[config.mk]
export PLATFORM = sky130hd
export DESIGN_NAME = qchan_ctl
export DESIGN_NICKNAME = d
export VERILOG_FILES = /design/src/rtl/qchan_pkg.sv /design/src/rtl/qchan_decode.sv /design/src/rtl/qchan_rdmux.sv /design/src/rtl/qchan_channel.sv /design/src/rtl/qchan_ctl.sv
export SDC_FILE = /design/constraint.sdc
export NUM_CORES = 2
export LEC_CHECK = 0
export ABC_AREA = 1
export ABC_CLOCK_PERIOD_IN_PS = 7030
export BUFFER_PORTS_ARGS = -buffer_cell sky130_fd_sc_hd__buf_2
export CAP_MARGIN = 25
export CORE_MARGIN = 3
export CORE_UTILIZATION = 45
export CTS_BUF_LIST = sky130_fd_sc_hd__clkbuf_8
export CTS_CLUSTER_DIAMETER = 150
export DETAILED_ROUTE_END_ITERATION = 10
export HOLD_SLACK_MARGIN = 0.03
export PLACE_DENSITY_LB_ADDON = 0.05
export SETUP_SLACK_MARGIN = 0.1
export SLEW_MARGIN = 40
export SYNTH_ARGS = -nofsm -noshare
export SYNTH_HDL_FRONTEND = slang
export SYNTH_SLANG_ARGS = --single-unit
[constraint.sdc]
create_clock -name clk -period 7.03 [get_ports clk]
set_input_delay 1.406 -clock clk [delete_from_list [all_inputs] [get_ports clk]]
set_output_delay 1.406 -clock clk [all_outputs]
set_load 0.05 [all_outputs]
[src/rtl/qchan_pkg.sv]
package qchan_pkg;

    typedef enum logic [3:0] {
        ST_IDLE   = 4'd0,
        ST_RUN    = 4'd1,
        ST_CPL    = 4'd2,
        ST_PAUSE  = 4'd3,
        ST_HALT   = 4'd4,
        ST_ABORT  = 4'd5,
        ST_WAIT   = 4'd6,
        ST_BUFCLR = 4'd7
    } qstate_e;

    localparam logic [7:0] OFF_SQ_LO   = 8'h00;
    localparam logic [7:0] OFF_SQ_HI   = 8'h04;
    localparam logic [7:0] OFF_SQ_DEP  = 8'h08;
    localparam logic [7:0] OFF_SQ_TAIL = 8'h0C;
    localparam logic [7:0] OFF_CQ_LO   = 8'h10;
    localparam logic [7:0] OFF_CQ_HI   = 8'h14;
    localparam logic [7:0] OFF_CQ_DEP  = 8'h18;
    localparam logic [7:0] OFF_CQ_HEAD = 8'h1C;
    localparam logic [7:0] OFF_CTL0    = 8'h20;
    localparam logic [7:0] OFF_CTL1    = 8'h24;
    localparam logic [7:0] OFF_STATE   = 8'h30;
    localparam logic [7:0] OFF_HW_HEAD = 8'h34;
    localparam logic [7:0] OFF_HW_CTL  = 8'h3C;
    localparam logic [7:0] OFF_STS     = 8'h40;
    localparam logic [7:0] OFF_MSK     = 8'h44;
    localparam logic [7:0] OFF_CNT0    = 8'h84;

    localparam int STS_W  = 2;
    localparam int CTR_N  = 3;
    localparam int WIN_W  = 8;

    typedef struct packed {
        logic pause;
        logic abort_en;
        logic en;
    } ctrl_t;

    function automatic logic [31:0] ctrl_word(ctrl_t c);
        return {27'd0, c.pause, 1'b0, c.abort_en, 1'b0, c.en};
    endfunction

    function automatic int err_slot(logic [1:0] cls);
        return (cls == 2'd0) ? 0 : (cls == 2'd1) ? 1 : 2;
    endfunction

endpackage

[src/rtl/qchan_decode.sv]
module qchan_decode #(
    parameter int NUM_CH = 4,
    parameter int ADDR_W = 12
) (
    input  logic                      req_valid,
    input  logic                      req_write,
    input  logic [ADDR_W-1:0]         req_addr,
    output logic [NUM_CH-1:0]         wr_sel,
    output logic                      hit,
    output logic [ADDR_W-qchan_pkg::WIN_W-1:0] ch_idx,
    output logic [qchan_pkg::WIN_W-1:0]        offset
);
    localparam int CI_W = ADDR_W - qchan_pkg::WIN_W;

    assign ch_idx = req_addr[ADDR_W-1:qchan_pkg::WIN_W];
    assign offset = req_addr[qchan_pkg::WIN_W-1:0];
    assign hit    = ({1'b0, ch_idx} < (CI_W+1)'(NUM_CH));

    for (genvar i = 0; i < NUM_CH; i++) begin : g_sel
        assign wr_sel[i] = req_valid && req_write && hit && (ch_idx == CI_W'(i));
    end
endmodule

[src/rtl/qchan_rdmux.sv]
module qchan_rdmux #(
    parameter int NUM_CH = 4,
    parameter int CI_W   = 4
) (
    input  logic [NUM_CH*32-1:0] words,
    input  logic [CI_W-1:0]      sel,
    input  logic                 hit,
    output logic [31:0]          word
);
    always_comb begin
        word = '0;
        for (int i = 0; i < NUM_CH; i++) begin
            if (hit && sel == CI_W'(i)) word = words[i*32 +: 32];
        end
    end
endmodule

[src/rtl/qchan_channel.sv]
module qchan_channel
    import qchan_pkg::*;
#(
    parameter int PTR_W = 10,
    parameter int CTR_W = 16
) (
    input  logic              clk,
    input  logic              rst,
    input  logic              wr_en,
    input  logic [WIN_W-1:0]  off,
    input  logic [31:0]       wdata,
    input  logic              eng_done,
    input  logic              eng_err,
    input  logic [1:0]        eng_cls,
    output logic [31:0]       rd_word,
    output qstate_e           state,
    output logic              rst_pend,
    output logic              active,
    output logic              irq,
    output logic [PTR_W-1:0]  sq_head,
    output logic [PTR_W-1:0]  sq_tail_o,
    output logic [63:0]       sq_base,
    output logic [63:0]       cq_base
);
    logic [31:0]      sq_lo, sq_hi, cq_lo, cq_hi;
    logic [PTR_W-1:0] sq_dep, cq_dep, sq_tail, cq_head, hw_head, hw_ctail;
    logic [PTR_W-1:0] head_nx, ctail_nx;
    ctrl_t            ctl;
    qstate_e          st, st_nx;
    logic [STS_W-1:0] sts, msk, sts_set, sts_clr;
    logic [CTR_W-1:0] cnt [CTR_N];
    logic             work, go, ev_ok, ev_err, ev_done;

    assign work    = (sq_tail != hw_head);
    assign go      = ctl.en && !ctl.pause && work;
    assign ev_ok   = (st == ST_RUN) && !rst_pend;
    assign ev_err  = ev_ok && eng_err;
    assign ev_done = ev_ok && eng_done && !eng_err;
    assign head_nx  = (hw_head  == sq_dep) ? '0 : hw_head  + 1'b1;
    assign ctail_nx = (hw_ctail == cq_dep) ? '0 : hw_ctail + 1'b1;
    assign sts_set = {ev_err, ev_done};
    assign sts_clr = (wr_en && off == OFF_STS) ? wdata[STS_W-1:0] : '0;

    always_comb begin
        st_nx = st;
        if (rst_pend) begin
            st_nx = ST_BUFCLR;
        end else begin
            case (st)
                ST_IDLE:  if (go) st_nx = ST_RUN;
                ST_RUN: begin
                    if (ev_err)          st_nx = ctl.abort_en ? ST_ABORT : ST_WAIT;
                    else if (ev_done)    st_nx = ST_CPL;
                    else if (ctl.pause)  st_nx = ST_PAUSE;
                    else if (!ctl.en)    st_nx = ST_HALT;
                end
                ST_CPL, ST_WAIT: st_nx = go ? ST_RUN : ST_IDLE;
                ST_PAUSE: if (!ctl.pause) st_nx = !ctl.en ? ST_HALT : (work ? ST_RUN : ST_IDLE);
                ST_HALT:  if (ctl.en && !ctl.pause) st_nx = ST_IDLE;
                ST_ABORT: st_nx = ST_ABORT;
                default:  st_nx = ST_IDLE;
            endcase
        end
    end

    always_ff @(posedge clk) begin
        if (rst) begin
            st       <= ST_IDLE;
            rst_pend <= 1'b0;
            ctl      <= '0;
            sq_lo    <= '0;
            sq_hi    <= '0;
            cq_lo    <= '0;
            cq_hi    <= '0;
            sq_dep   <= '0;
            cq_dep   <= '0;
            sq_tail  <= '0;
            cq_head  <= '0;
            hw_head  <= '0;
            hw_ctail <= '0;
            sts      <= '0;
            msk      <= '0;
            for (int k = 0; k < CTR_N; k++) cnt[k] <= '0;
        end else begin
            st       <= st_nx;
            rst_pend <= wr_en && off == OFF_CTL1 && wdata[0];
            if (wr_en && off == OFF_CTL0)
                ctl <= '{pause: wdata[4], abort_en: wdata[2], en: wdata[0]};
            if (wr_en && off == OFF_SQ_LO)  sq_lo  <= wdata;
            if (wr_en && off == OFF_SQ_HI)  sq_hi  <= wdata;
            if (wr_en && off == OFF_CQ_LO)  cq_lo  <= wdata;
            if (wr_en && off == OFF_CQ_HI)  cq_hi  <= wdata;
            if (wr_en && off == OFF_SQ_DEP) sq_dep <= wdata[PTR_W-1:0];
            if (wr_en && off == OFF_CQ_DEP) cq_dep <= wdata[PTR_W-1:0];
            if (rst_pend) begin
                sq_tail  <= '0;
                cq_head  <= '0;
                hw_head  <= '0;
                hw_ctail <= '0;
            end else begin
                if (wr_en && off == OFF_SQ_TAIL) sq_tail <= wdata[PTR_W-1:0];
                if (wr_en && off == OFF_CQ_HEAD) cq_head <= wdata[PTR_W-1:0];
                if (ev_err || ev_done) begin
                    hw_head  <= head_nx;
                    hw_ctail <= ctail_nx;
                end
            end
            sts <= (sts & ~sts_clr) | sts_set;
            if (wr_en && off == OFF_MSK) msk <= wdata[STS_W-1:0];
            for (int k = 0; k < CTR_N; k++) begin
                if (wr_en && off == OFF_CNT0 + 8'(4*k))
                    cnt[k] <= wdata[CTR_W-1:0];
                else if (ev_err && err_slot(eng_cls) == k && cnt[k] != '1)
                    cnt[k] <= cnt[k] + 1'b1;
            end
        end
    end

    always_comb begin
        rd_word = '0;
        case (off)
            OFF_SQ_LO:   rd_word = sq_lo;
            OFF_SQ_HI:   rd_word = sq_hi;
            OFF_SQ_DEP:  rd_word = 32'(sq_dep);
            OFF_SQ_TAIL: rd_word = 32'(sq_tail);
            OFF_CQ_LO:   rd_word = cq_lo;
            OFF_CQ_HI:   rd_word = cq_hi;
            OFF_CQ_DEP:  rd_word = 32'(cq_dep);
            OFF_CQ_HEAD: rd_word = 32'(cq_head);
            OFF_CTL0:    rd_word = ctrl_word(ctl);
            OFF_CTL1:    rd_word = {31'd0, rst_pend};
            OFF_STATE:   rd_word = 32'(st);
            OFF_HW_HEAD: rd_word = 32'(hw_head);
            OFF_HW_CTL:  rd_word = 32'(hw_ctail);
            OFF_STS:     rd_word = 32'(sts);
            OFF_MSK:     rd_word = 32'(msk);
            8'h84:       rd_word = 32'(cnt[0]);
            8'h88:       rd_word = 32'(cnt[1]);
            8'h8C:       rd_word = 32'(cnt[2]);
            default:     rd_word = '0;
        endcase
    end

    assign state     = st;
    assign active    = (st == ST_RUN);
    assign irq       = |(sts & ~msk);
    assign sq_head   = hw_head;
    assign sq_tail_o = sq_tail;
    assign sq_base   = {sq_hi, sq_lo};
    assign cq_base   = {cq_hi, cq_lo};
endmodule

[src/rtl/qchan_ctl.sv]
module qchan_ctl
    import qchan_pkg::*;
#(
    parameter int NUM_CH = 4,
    parameter int ADDR_W = 12,
    parameter int PTR_W  = 10,
    parameter int CTR_W  = 16
) (
    input  logic                    clk,
    input  logic                    rst,
    input  logic                    req_valid,
    input  logic                    req_write,
    input  logic [ADDR_W-1:0]       req_addr,
    input  logic [31:0]             req_wdata,
    output logic                    rd_valid,
    output logic [31:0]             rd_data,
    input  logic [NUM_CH-1:0]       eng_done,
    input  logic [NUM_CH-1:0]       eng_err,
    input  logic [2*NUM_CH-1:0]     eng_err_cls,
    output logic [NUM_CH-1:0]       eng_active,
    output logic [NUM_CH*PTR_W-1:0] eng_sq_tail,
    output logic [NUM_CH*PTR_W-1:0] eng_sq_head,
    output logic [NUM_CH*64-1:0]    eng_sq_base,
    output logic [NUM_CH*64-1:0]    eng_cq_base,
    output logic [NUM_CH-1:0]       irq
);
    localparam int CI_W = ADDR_W - WIN_W;

    logic [NUM_CH-1:0]    wr_sel;
    logic                 hit;
    logic [CI_W-1:0]      ch_idx;
    logic [WIN_W-1:0]     offset;
    logic [NUM_CH*32-1:0] words;
    logic [31:0]          rd_mux;
    logic [NUM_CH*4-1:0]  st_flat;
    logic [NUM_CH-1:0]    rp_flat;

    qchan_decode #(.NUM_CH(NUM_CH), .ADDR_W(ADDR_W)) u_dec (
        .req_valid (req_valid),
        .req_write (req_write),
        .req_addr  (req_addr),
        .wr_sel    (wr_sel),
        .hit       (hit),
        .ch_idx    (ch_idx),
        .offset    (offset)
    );

    for (genvar i = 0; i < NUM_CH; i++) begin : g_ch
        qstate_e ch_st;
        qchan_channel #(.PTR_W(PTR_W), .CTR_W(CTR_W)) u_ch (
            .clk       (clk),
            .rst       (rst),
            .wr_en     (wr_sel[i]),
            .off       (offset),
            .wdata     (req_wdata),
            .eng_done  (eng_done[i]),
            .eng_err   (eng_err[i]),
            .eng_cls   (eng_err_cls[2*i +: 2]),
            .rd_word   (words[32*i +: 32]),
            .state     (ch_st),
            .rst_pend  (rp_flat[i]),
            .active    (eng_active[i]),
            .irq       (irq[i]),
            .sq_head   (eng_sq_head[PTR_W*i +: PTR_W]),
            .sq_tail_o (eng_sq_tail[PTR_W*i +: PTR_W]),
            .sq_base   (eng_sq_base[64*i +: 64]),
            .cq_base   (eng_cq_base[64*i +: 64])
        );
        assign st_flat[4*i +: 4] = ch_st;
    end

    qchan_rdmux #(.NUM_CH(NUM_CH), .CI_W(CI_W)) u_mux (
        .words (words),
        .sel   (ch_idx),
        .hit   (hit),
        .word  (rd_mux)
    );

    always_ff @(posedge clk) begin
        if (rst) begin
            rd_valid <= 1'b0;
            rd_data  <= '0;
        end else begin
            rd_valid <= req_valid && !req_write;
            rd_data  <= (req_valid && !req_write) ? rd_mux : '0;
        end
    end
endmodule

==> impl_metrics.yaml <==
logic_synthesis:
  syn_area_um2: 51300
  yosysTopAreaCell: "dfxtp_1"
  synth_fa_ha_area_share_pct: 0.487
  synthSimpleGateAreaFrac_pct: 26.9
  yosysSeqAreaShare_pct: 43.6
  yosysUniqueCellTypes: 60
  synthXorXnorAreaFrac_pct: 3.17
  syn-mean-instance-area_um2: 7.02
  synthMuxAreaShare_pct: 0
  synth_top_family_by_area: "simple AND/OR/NAND/NOR gates"
  ys_ff_latch: 1021
  ys_warn_count: 0
  synthFlopType: "dfxtp_1"
  synthArstFlopShare_pct: 0
  syn_inst: 7312
  synth_top_area_share_pct: 32.3
  yosys-top-cells-area: "dfxtp_1, nand2_1, edfxtp_1"
  synth_edf_count: 192
  syn_nets: 7396
  synth_compound_area_share_pct: 17.6
die:
  die_x_um: 344
  fp.dieH_um: 344
  coreArea_um2: 113000
  placementRows: 123
  io_pins: 697
  dieArea_um2: 118000
  start_util_pct: 45.5
worst_setup_path:
  arrival_ps: 4650
  end_kind: "register"
  endpoint: "g_ch[0].u_ch.cnt[2][8]"
  crit_type: "in2reg"
  required_ps: 7420
  crit_family: "simple AND/OR/NAND/NOR gates"
  crit_slowest_cell: "nand3_1"
  cp_cell_sequence: "buf_2 -> inv_1 -> nand2_1 -> nor2_2 -> buf_4 -> nand2_1 -> nor2_1 -> nor4_1 -> nand2_1 -> nand3_1"
  slowest_delay_ps: 770
  cp-startpoint: "req_addr[5]"
  r2r-end: "g_ch[0].u_ch.cnt[2][8]"
  reg2reg_depth: 8
  cp_max_fo: 22
  start_kind: "input port"
  crit_top_cell: "nand2_1"
  crit_cells: 10
  cp_num_buf_inv: 3
  r2r_setup_slack_ps: 3200
  r2r-start: "g_ch[0].u_ch.cnt[2][0]"
power_and_ir_drop:
  ir_drop_mv: 0.158
  p_per_area_nw_per_um2: 228
  p_int_mw: 9.62
  pwr-share-comb_pct: 11.0
  p_clk_share_pct: 42.9
  pwr-share-seq_pct: 46.1
  switchingPower_mw: 4.04
  switching_share_pct: 29.6
  p_leak_nw: 27.4
placed_design:
  io_buffers: 696
  dp_hpwl_mm: 187
  place_congestion: 1.01
flow_run:
  maxCapViolCount: 0
final_layout:
  nets: 7902
  layout-drive-gt1-share_pct: 15.7
  final_cell_mix: "nand2_1, o21ai_0, nor2_1"
  area_growth_pct: 16.5
  final_common_cell: "nand2_1"
clocking:
  clk_latency_ps: 900
  clkTransAtPathRegs_ps: 60
  cts_setup_buffers: 0
  htreeDepth: 4
  hold_buffers: 0
  clockBufferDepth: 3
  numCtsBuffers: 180
  cts_resized: 0
  cts_tree: "yes"
  cts-root-buf: "clkbuf_8"
  clock_sinks: 1021
global_route:
  globalRouteTotalUtil_pct: 42.1
  grt_pass1_vias: 49700
  grt_pass1_wl_mm: 363
  gr-total-overflow: 0
  grt_max_degree: 129
  antenna_found_initial: 21
hold_path:
  min-delay-start: "g_ch[0].u_ch.sq_lo[17]"
  min_path_type: "reg2reg"
route:
  drtPass1Iterations: 6
  dr.first_iter.drc_count: 8909
  vias: 56500
  final_antenna_net_count: 0
  wire_per_inst_um: 27.4
  viasPerCell: 5.96
  route.detailed.drc: 0
  routed_wl_mm: 260
sta:
  period_share_pct: 60.5
  finClkSkew_ps: 38.1
  tightest_slew_ps: 929
  final.setup.tns_ps: 0
  holdWs_ps: 466
  relSlewSlack_pct: 37.4
  hold_viol: 0
  slew_violations: 0
  max_freq_ghz: 0.235
  setup_viol_count_final: 0
  rsz0062_at_grt: "no"
  period_minus_slack_ps: 4260
outcome:
  status: "finished clean"
worst min path at each step:
stage / endpoint / slack [ps] / cells after the start
finish: g_ch[0].u_ch.sq_lo[17] / 470 / 2
global route: g_ch[1].u_ch.sq_hi[31] / 500 / 2
CTS: g_ch[0].u_ch.sq_lo[17] / 460 / 2
detailed placement: g_ch[0].u_ch.sq_lo[17] / 450 / 2
global placement: g_ch[0].u_ch.sq_lo[16] / 450 / 2
floorplan: g_ch[1].u_ch.sts[1] / 450 / 2
per-stage QoR:
step	setup slack (ps)	utilization [%]	power, mW	area (um2)	instances
5_1_grt	2600	53.0	14.0	59800	9470
6_report	2770	53.0	13.7	59800	9477
3_5_place_dp	2050	49.6	7.85	56000	9136
2_1_floorplan	3590	-	7.29	51300	7312
3_3_place_gp	2100	49.3	7.84	55700	9127
4_1_cts	3000	53.0	13.6	59800	9467
power groups by stage:
stage / Sequential, mW / Combinational, mW / Clock (mW)
after floorplan: 6.39 / 0.907 / 0
after global routing: 6.30 / 1.59 / 6.10
after detailed placement: 6.41 / 1.44 / 0
after global placement: 6.41 / 1.43 / 0
after CTS: 6.29 / 1.44 / 5.87
final: 6.30 / 1.50 / 5.86
synthesized netlist by cell type (all sizes together) (125+ instances only):
cell and number:
clkbuf 292, nand4 140, a21oi 580, nor3 125
nand2 1607, xor2 139, dfxtp 829, edfxtp 192
buf 192, nand3 366, o21ai 976, inv 559
nor2 980
final cells by class:
class | instances | area [um2]
repair buffers | 808 | 4530
inverters | 577 | 2180
fillers | 11300 | 53000
flip-flops and latches | 1021 | 22400
clock buffers | 238 | 3280
well taps | 1500 | 1880
diodes | 10 | 25.0
multi-input cells | 5230 | 25100
clock inverters | 93 | 527
flip-flops by register name (all words and copies together) (netlist names):
| register | count |
|---|---|
| g_ch.u_ch.sts | 8 |
| g_ch.u_ch.cq_hi | 128 |
| g_ch.u_ch.sq_lo | 128 |
| g_ch.u_ch.msk | 8 |
| g_ch.u_ch.state | 12 |
| rd_data | 32 |
| g_ch.u_ch.sq_tail_o | 40 |
| g_ch.u_ch.cq_dep | 40 |
| rd_valid | 1 |
| g_ch.u_ch.cq_head | 40 |
| g_ch.u_ch.ctl | 12 |
| g_ch.u_ch.sq_dep | 40 |
| g_ch.u_ch.cq_lo | 128 |
| g_ch.u_ch.cnt | 192 |
| g_ch.u_ch.sq_head | 40 |
| g_ch.u_ch.hw_ctail | 40 |
| g_ch.u_ch.rst_pend | 4 |
| g_ch.u_ch.sq_hi | 128 |
tightest hold or removal path, cell delays in order, from the launching register on:
cell,delay (ps)
dfxtp_1,310
inv_1,60
a21oi_1,50
cell families after synthesis:
logic type / count (synthesis)
buf+inv: 1061
fa+ha+maj: 20
xor+xnor: 186
flops: 1021
simple gates: 3307
compound gates: 1717
layer usage:
metal	global-route usage, %	vias to the layer above	wire [um]
met4	16.9	24	11500
met2	59.5	3974	106000
met1	60.3	26700	106000
li1	-	25200	-
met5	0	-	167
met3	11.5	623	35000
Power figures use the tool's default switching activity.
